[src/rtl/cmd_framer_pkg.sv]
package cmd_framer_pkg;
  typedef enum logic [1:0] {
    ST_IDLE = 2'd0,
    ST_CMD  = 2'd1,
    ST_RSP  = 2'd2
  } cf_state_t;

  localparam logic [7:0] LEN_INBAND = 8'hFF;
endpackage

[src/rtl/cf_handshake.sv]
// Request/acknowledge decoder: reacts only to a change of the port value.
module cf_handshake #(
  parameter int REQ_BIT = 4,
  parameter int ACK_BIT = 3
) (
  input  logic       clk,
  input  logic       rst,
  input  logic [7:0] portb_i,
  output logic       ack_n_o,
  output logic       byte_req_o
);
  localparam logic [7:0] IDLE_VAL = (8'h1 << REQ_BIT) | (8'h1 << ACK_BIT);

  logic [7:0] last_q;
  logic [7:0] seen;
  logic       chg;

  always_comb begin
    seen          = portb_i;
    seen[ACK_BIT] = ack_n_o;
  end

  assign chg        = (seen != last_q);
  assign byte_req_o = chg && !seen[REQ_BIT] && seen[ACK_BIT];

  always_ff @(posedge clk) begin
    if (rst) begin
      ack_n_o <= 1'b1;
      last_q  <= IDLE_VAL;
    end else if (chg) begin
      last_q <= seen;
      if (seen[REQ_BIT] && !seen[ACK_BIT]) begin
        ack_n_o         <= 1'b1;
        last_q[ACK_BIT] <= 1'b1;
      end else if (byte_req_o) begin
        ack_n_o         <= 1'b0;
        last_q[ACK_BIT] <= 1'b0;
      end
    end
  end
endmodule

[src/rtl/cf_argbuf.sv]
// Argument store, synchronous read so it maps onto block RAM.
module cf_argbuf #(
  parameter int DEPTH = 32,
  parameter int AW    = $clog2(DEPTH)
) (
  input  logic          clk,
  input  logic          we_i,
  input  logic [AW-1:0] wa_i,
  input  logic [7:0]    wd_i,
  input  logic [AW-1:0] ra_i,
  output logic [7:0]    rd_o
);
  logic [7:0] mem [DEPTH];

  always_ff @(posedge clk) begin
    if (we_i) mem[wa_i] <= wd_i;
    rd_o <= mem[ra_i];
  end
endmodule

[src/rtl/cf_sequencer.sv]
// Framing state machine: opcode, lengths, argument count, response stream.
module cf_sequencer
  import cmd_framer_pkg::*;
#(
  parameter int DEPTH = 32,
  parameter int AW    = $clog2(DEPTH)
) (
  input  logic          clk,
  input  logic          rst,
  input  logic          byte_req_i,
  input  logic          dir_wr_i,
  input  logic [7:0]    sr_byte_i,
  input  logic [7:0]    len_cmd_i,
  input  logic [7:0]    len_rsp_i,
  input  logic [7:0]    rsp_size_i,
  input  logic [7:0]    rsp_byte_i,
  output logic          we_o,
  output logic [AW-1:0] wa_o,
  output logic          irq_o,
  output logic [7:0]    tx_byte_o,
  output logic          frm_valid_o,
  output logic [7:0]    frm_op_o,
  output logic [7:0]    frm_cnt_o,
  output logic [7:0]    rsp_idx_o,
  output cf_state_t     st_o
);
  localparam logic [8:0] DEPTH9 = 9'(DEPTH);

  cf_state_t  st_q, st_n;
  logic [7:0] op_q, op_n, clen_q, clen_n, rlen_q, rlen_n;
  logic [7:0] cc_q, cc_n, rc_q, rc_n, tx_q, tx_n;
  logic       cib_q, cib_n, rib_q, rib_n;
  logic       acc, disp;

  always_comb begin
    st_n = st_q;  op_n = op_q;  clen_n = clen_q;  rlen_n = rlen_q;
    cc_n = cc_q;  rc_n = rc_q;  tx_n = tx_q;
    cib_n = cib_q;  rib_n = rib_q;
    acc = 1'b0;  disp = 1'b0;  we_o = 1'b0;
    if (byte_req_i) begin
      unique case (st_q)
        ST_IDLE: if (dir_wr_i) begin
          acc    = 1'b1;
          op_n   = sr_byte_i;
          clen_n = len_cmd_i;
          cib_n  = (len_cmd_i == LEN_INBAND);
          rlen_n = len_rsp_i;
          rib_n  = (len_rsp_i == LEN_INBAND);
          cc_n   = 8'd0;
          rc_n   = 8'd0;
          st_n   = ST_CMD;
        end
        ST_CMD: if (dir_wr_i) begin
          acc = 1'b1;
          if (cib_q) begin
            clen_n = sr_byte_i;
            cib_n  = 1'b0;
          end else begin
            we_o = ({1'b0, cc_q} < DEPTH9);
            cc_n = cc_q + 8'd1;
          end
        end
        ST_RSP: if (!dir_wr_i) begin
          acc = 1'b1;
          if (rib_q) begin
            tx_n   = rsp_size_i;
            rlen_n = rsp_size_i;
            rib_n  = 1'b0;
          end else begin
            tx_n = (rc_q < rsp_size_i) ? rsp_byte_i : 8'h00;
            rc_n = rc_q + 8'd1;
          end
        end
        default: st_n = ST_IDLE;
      endcase
      if (st_n == ST_CMD && !cib_n && cc_n == clen_n) begin
        disp = 1'b1;
        st_n = ST_RSP;
      end
      if (st_n == ST_RSP && !rib_n && rc_n == rlen_n) st_n = ST_IDLE;
    end
  end

  always_ff @(posedge clk) begin
    if (rst) begin
      st_q <= ST_IDLE;  op_q <= '0;  clen_q <= '0;  rlen_q <= '0;
      cc_q <= '0;  rc_q <= '0;  tx_q <= '0;  cib_q <= 1'b0;  rib_q <= 1'b0;
      irq_o <= 1'b0;  frm_valid_o <= 1'b0;
    end else begin
      st_q <= st_n;  op_q <= op_n;  clen_q <= clen_n;  rlen_q <= rlen_n;
      cc_q <= cc_n;  rc_q <= rc_n;  tx_q <= tx_n;  cib_q <= cib_n;  rib_q <= rib_n;
      irq_o <= acc;  frm_valid_o <= disp;
    end
  end

  assign wa_o      = cc_q[AW-1:0];
  assign tx_byte_o = tx_q;
  assign frm_op_o  = op_q;
  assign frm_cnt_o = clen_q;
  assign rsp_idx_o = rc_q;
  assign st_o      = st_q;
endmodule

[src/rtl/cmd_framer.sv]
module cmd_framer
  import cmd_framer_pkg::*;
#(
  parameter int REQ_BIT = 4,
  parameter int ACK_BIT = 3,
  parameter int DEPTH   = 32,
  localparam int AW     = $clog2(DEPTH)
) (
  input  logic          clk,
  input  logic          rst,
  input  logic [7:0]    portb_i,
  input  logic          dir_wr_i,
  input  logic [7:0]    sr_byte_i,
  input  logic [7:0]    len_cmd_i,
  input  logic [7:0]    len_rsp_i,
  input  logic [AW-1:0] arg_idx_i,
  input  logic [7:0]    rsp_size_i,
  input  logic [7:0]    rsp_byte_i,
  output logic          ack_n_o,
  output logic          irq_o,
  output logic [7:0]    tx_byte_o,
  output logic          frm_valid_o,
  output logic [7:0]    frm_op_o,
  output logic [7:0]    frm_cnt_o,
  output logic [7:0]    arg_byte_o,
  output logic [7:0]    rsp_idx_o
);
  logic          byte_req;
  logic          we;
  logic [AW-1:0] wa;
  cf_state_t     st;

  cf_handshake #(.REQ_BIT(REQ_BIT), .ACK_BIT(ACK_BIT)) u_hs (
    .clk(clk), .rst(rst), .portb_i(portb_i),
    .ack_n_o(ack_n_o), .byte_req_o(byte_req)
  );

  cf_sequencer #(.DEPTH(DEPTH), .AW(AW)) u_seq (
    .clk(clk), .rst(rst), .byte_req_i(byte_req), .dir_wr_i(dir_wr_i),
    .sr_byte_i(sr_byte_i), .len_cmd_i(len_cmd_i), .len_rsp_i(len_rsp_i),
    .rsp_size_i(rsp_size_i), .rsp_byte_i(rsp_byte_i),
    .we_o(we), .wa_o(wa), .irq_o(irq_o), .tx_byte_o(tx_byte_o),
    .frm_valid_o(frm_valid_o), .frm_op_o(frm_op_o), .frm_cnt_o(frm_cnt_o),
    .rsp_idx_o(rsp_idx_o), .st_o(st)
  );

  cf_argbuf #(.DEPTH(DEPTH), .AW(AW)) u_buf (
    .clk(clk), .we_i(we), .wa_i(wa), .wd_i(sr_byte_i),
    .ra_i(arg_idx_i), .rd_o(arg_byte_o)
  );
endmodule

[config.mk]
export PLATFORM = sky130hd
export DESIGN_NAME = cmd_framer
export DESIGN_NICKNAME = d
export VERILOG_FILES = /design/src/rtl/cmd_framer_pkg.sv /design/src/rtl/cf_handshake.sv /design/src/rtl/cf_argbuf.sv /design/src/rtl/cf_sequencer.sv /design/src/rtl/cmd_framer.sv
export SDC_FILE = /design/constraint.sdc
export NUM_CORES = 1
export LEC_CHECK = 0
export ABC_AREA = 1
export ABC_CLOCK_PERIOD_IN_PS = 3100
export BUFFER_PORTS_ARGS = -buffer_cell sky130_fd_sc_hd__buf_2
export CAP_MARGIN = 15
export CORE_MARGIN = 2
export CORE_UTILIZATION = 36
export CTS_BUF_LIST = sky130_fd_sc_hd__clkbuf_8
export CTS_CLUSTER_DIAMETER = 150
export CTS_CLUSTER_SIZE = 14
export DETAILED_ROUTE_END_ITERATION = 10
export GPL_ROUTABILITY_DRIVEN = 0
export PLACE_DENSITY = 0.51
export SKIP_LAST_GASP = 1
export SYNTH_ARGS = -nofsm -noshare
export SYNTH_HDL_FRONTEND = slang
export SYNTH_SLANG_ARGS = --single-unit
[constraint.sdc]
create_clock -name clk -period 3.1 [get_ports clk]
set_input_delay 0.465 -clock clk [delete_from_list [all_inputs] [get_ports clk]]
set_output_delay 0.465 -clock clk [all_outputs]
set_load 0.02 [all_outputs]
==> out/results.tsv <==
stage	metric	value	unit
status	outcome	complete, no violations	
sta	Slew Limit Fails	0	
synthesis	YS warnings	0	
clock_tree	CTS tree	built	
clock_tree	H-tree levels	1	
pwr	Pwr Total	0.008182	W
grt	vias in the first global route	10740	
clock_tree	CTS root buf	clkbuf_8	
floorplanning	num rows	73	
sta	Slew HR	0.4395	
final_layout	Area growth syn-to-layout	11.57	%
setup_path	crit path kind	reg -> reg	
synthesis	Seq cells post-synth	326	
routing	# DRC	0	
sta	setup TNS	0	ns
synthesis	Top FF cell, synth	edfxtp_1	
floorplanning	Core Area	0.03991	mm2
synthesis	synthesized area per cell	10.21	um2
final_layout	ant diodes	0	
grt	initial antenna violation count	0	
flow_run	max cap viols	0	
final_layout	Layout fillers	3925	
grt	largest net degree at the start of global routing	81	
final_layout	area used by multi-input combinational logic	0.004792	mm2
synthesis	Post-Syn Instances	1430	
routing	initial drt markers	797	
final_layout	Sequential Area	0.009089	mm2
sta	Fin. Hold Viols	0	
placed_design	# port buffers	97	
clock_tree	clock-pin slew on the worst setup and hold paths	0.11	ns
routing	Pre-antenna DRT Iters	4	
routing	final wirelength	41110	um
clock_tree	worst-skew pair later-pin latency	0.63	ns
floorplanning	Starting Density	0.3656	
placed_design	HPWL Detailed	26370	um
routing	Detail Route Antenna Nets	0	
synthesis	share of the yosys chip area belonging to registers	0.6228	
sta	Fmax	411.1	MHz
synthesis	EDFF count, synth	256	
routing	DR WL/cell	19.78	um
clock_tree	Num CTS Buffers	27	
synthesis	Synth cell types	45	
setup_path	crit path DAT	2.94	ns
clock_tree	CTS Hold Bufs	0	
clock_tree	setup bufs post-CTS	0	
final_layout	most frequent cells in the layout	256 x edfxtp_1, 251 x nor2_1, 199 x o21ai_0	
sta	crit path time final	2.432	ns
grt	global-route wire length before repair	63620	um
routing	vias per cell	5.257	
setup_path	WP data required	3.61	ns
synthesis	syn_nets	1498	
floorplanning	Die Span X	205.3	um
sta	# setup viols final	0	
final_layout	commonest non-fill, non-tap cell in the layout	edfxtp_1	
clock_tree	Sink Count	326	
floorplanning	Die Area	0.04216	mm2
min_path	HP Class	in -> reg	
setup_path	CP max FO	12	
pwr	Leak	5.956	nW
sta	RSZ-0062 raised after global routing	false	
grt	total global routing overflow	0	
setup_path	startpoint class of the critical path	flip-flop	
synthesis	synthesized area	0.01459	mm2
pwr	Cell Pwr Density	502.5	mW/mm2
sta	clock skew	0.04350	ns
routing	via count	10920	
clock_tree	Post-CTS Resized	0	
setup_path	Critical Path Sink Type	flip-flop	
setup_path	CP max stage cell	dfxtp_1	
setup_path	Largest stage delay, worst path	0.79	ns
grt	all-layer global routing usage	0.1978	
sta	Worst-Margin Slew	0.8398	ns
floorplanning	Die H	205.3	um
setup_path	Buf/Inv on CP	1	
setup_path	largest delay contributor family on the critical path	simple AND/OR/NAND/NOR gates	
pwr	VDD IR max	307.8	uV
setup_path	worst-path cell chain	inv_8, nor2_4, nand2_2, nor2_1, nand2_1, nand2_1, nor2_1, nor2_1, nand2_1, nor2_1, nand4_1, nand2_1, a21oi_2	
floorplanning	IO Count	99	
sta	period utilisation layout	0.7847	
final_layout	nets	1601	
final_layout	share of cells above drive strength 1	0.1494	
clock_tree	clock buffer depth	3	
synthesis	Async SR Flop Fraction	0	
## power breakdown
group | internal (W) | switching (W)
sequential | 0.00477 | 0.0000670
clock | 0.000829 | 0.00145
combinational | 0.000317 | 0.000745
## Yosys cell counts, types with 2 or more instances
master    instances  area share
nor3_1            6      0.0021
inv_4             2     0.00086
buf_1             3     0.00077
o22ai_1          18      0.0077
inv_2             4      0.0010
buf_4             7      0.0036
a21oi_1          65       0.022
nand2_1         171       0.044
xor2_1            6      0.0036
inv_1            65       0.017
nand4_1          10      0.0043
buf_2            19      0.0065
nor2_1          251       0.065
a32oi_1           6      0.0036
nor2_2            5      0.0021
o21ai_1           5      0.0017
nand2_4           3      0.0023
or2_2             4      0.0017
clkbuf_1         45       0.012
buf_6             7      0.0054
nor2_8            3      0.0041
nand3_4           5      0.0060
a211oi_1          2      0.0010
clkbuf_2          3      0.0010
o21ai_0         199       0.068
o221ai_1         46       0.028
nand3_1          99       0.034
a21oi_2           2      0.0012
nor2_4            3      0.0023
a31oi_1           8      0.0034
ha_1             12       0.010
xnor2_1           2      0.0012
o211ai_1          2      0.0010
dfxtp_1          70       0.096
nand2_2           7      0.0030
edfxtp_1        256        0.53
## worst paths after layout
check                           depth (start not counted)              end            start  slack, ns
worst max-delay path                                   13    u_seq.st_o[1]    u_seq.st_o[1]       0.67
worst min-delay path                                    3   u_hs.last_q[5]       portb_i[5]       0.07
worst max register to register                         13    u_seq.st_o[1]    u_seq.st_o[1]       0.67
worst min register to register                          2  u_seq.rlen_q[7]  u_seq.rlen_q[7]       0.50
## per-layer routing
layer  share of wire  vias to the layer above  track usage  wire length [um]
met1            0.45                     5333       0.2687             18410
met2            0.47                      267       0.3292             19520
met5               0                        -            0                 0
li1                -                     5278            -                 -
met3           0.056                       46      0.03706              2290
met4           0.022                        0      0.04419               894
## area by class of cell
type	count	share of cell area
clock buffers	27	0.02282
clock inverters	22	0.005994
inverters	74	0.01798
multi-input cells	946	0.2943
flip-flops and latches	326	0.5582
well taps	525	0.04034
repair buffers	158	0.06040
## sequential cells by signal, summed over array words and instances, names as in the netlist
register / count
u_seq.rib_q: 1
u_seq.frm_cnt_o: 8
u_seq.irq_o: 1
u_seq.rsp_idx_o: 8
u_seq.st_o: 2
u_seq.cib_q: 1
u_seq.frm_op_o: 8
u_seq.frm_valid_o: 1
u_seq.rlen_q: 8
u_seq.tx_byte_o: 8
u_hs.last_q: 8
u_buf.rd_o: 8
u_seq.cc_q: 8
u_buf.mem: 256
## cell families (layout without fill, tap and decap cells)
kind of cell | after synthesis | after routing | share of synthesized area
AO/OA/AOI/OAI | 354 | 354 | 0.1385
XOR/XNOR | 8 | 8 | 0.004801
adder cells (fa/ha/maj) | 12 | 12 | 0.01029
buffers and inverters | 158 | 281 | 0.04887
flip-flops | 326 | 326 | 0.6228
AND/OR/NAND/NOR | 572 | 572 | 0.1748
## worst min-delay path, cell delays in order
cell and delay [ns]:
buf_2 0.11, inv_1 0.04, nor2_1 0.03
## metrics by stage
step | setup WS, ns | std cells | cell area [um2] | utilization | hold slack (ns)
6_report | 0.6676 | 2078 | 16280 | 0.4080 | 0.07007
5_1_grt | 0.3793 | 2078 | 16280 | 0.4080 | 0.02505
3_3_place_gp | 0.6081 | 2029 | 15810 | 0.3962 | 0.4717
4_1_cts | 0.6471 | 2078 | 16280 | 0.4080 | 0.006551
3_5_place_dp | 0.5987 | 2029 | 15810 | 0.3962 | 0.4815
2_1_floorplan | 0.8795 | 1430 | 14590 | - | 0.4544
Note: power is estimated with default switching activity, not from simulation.
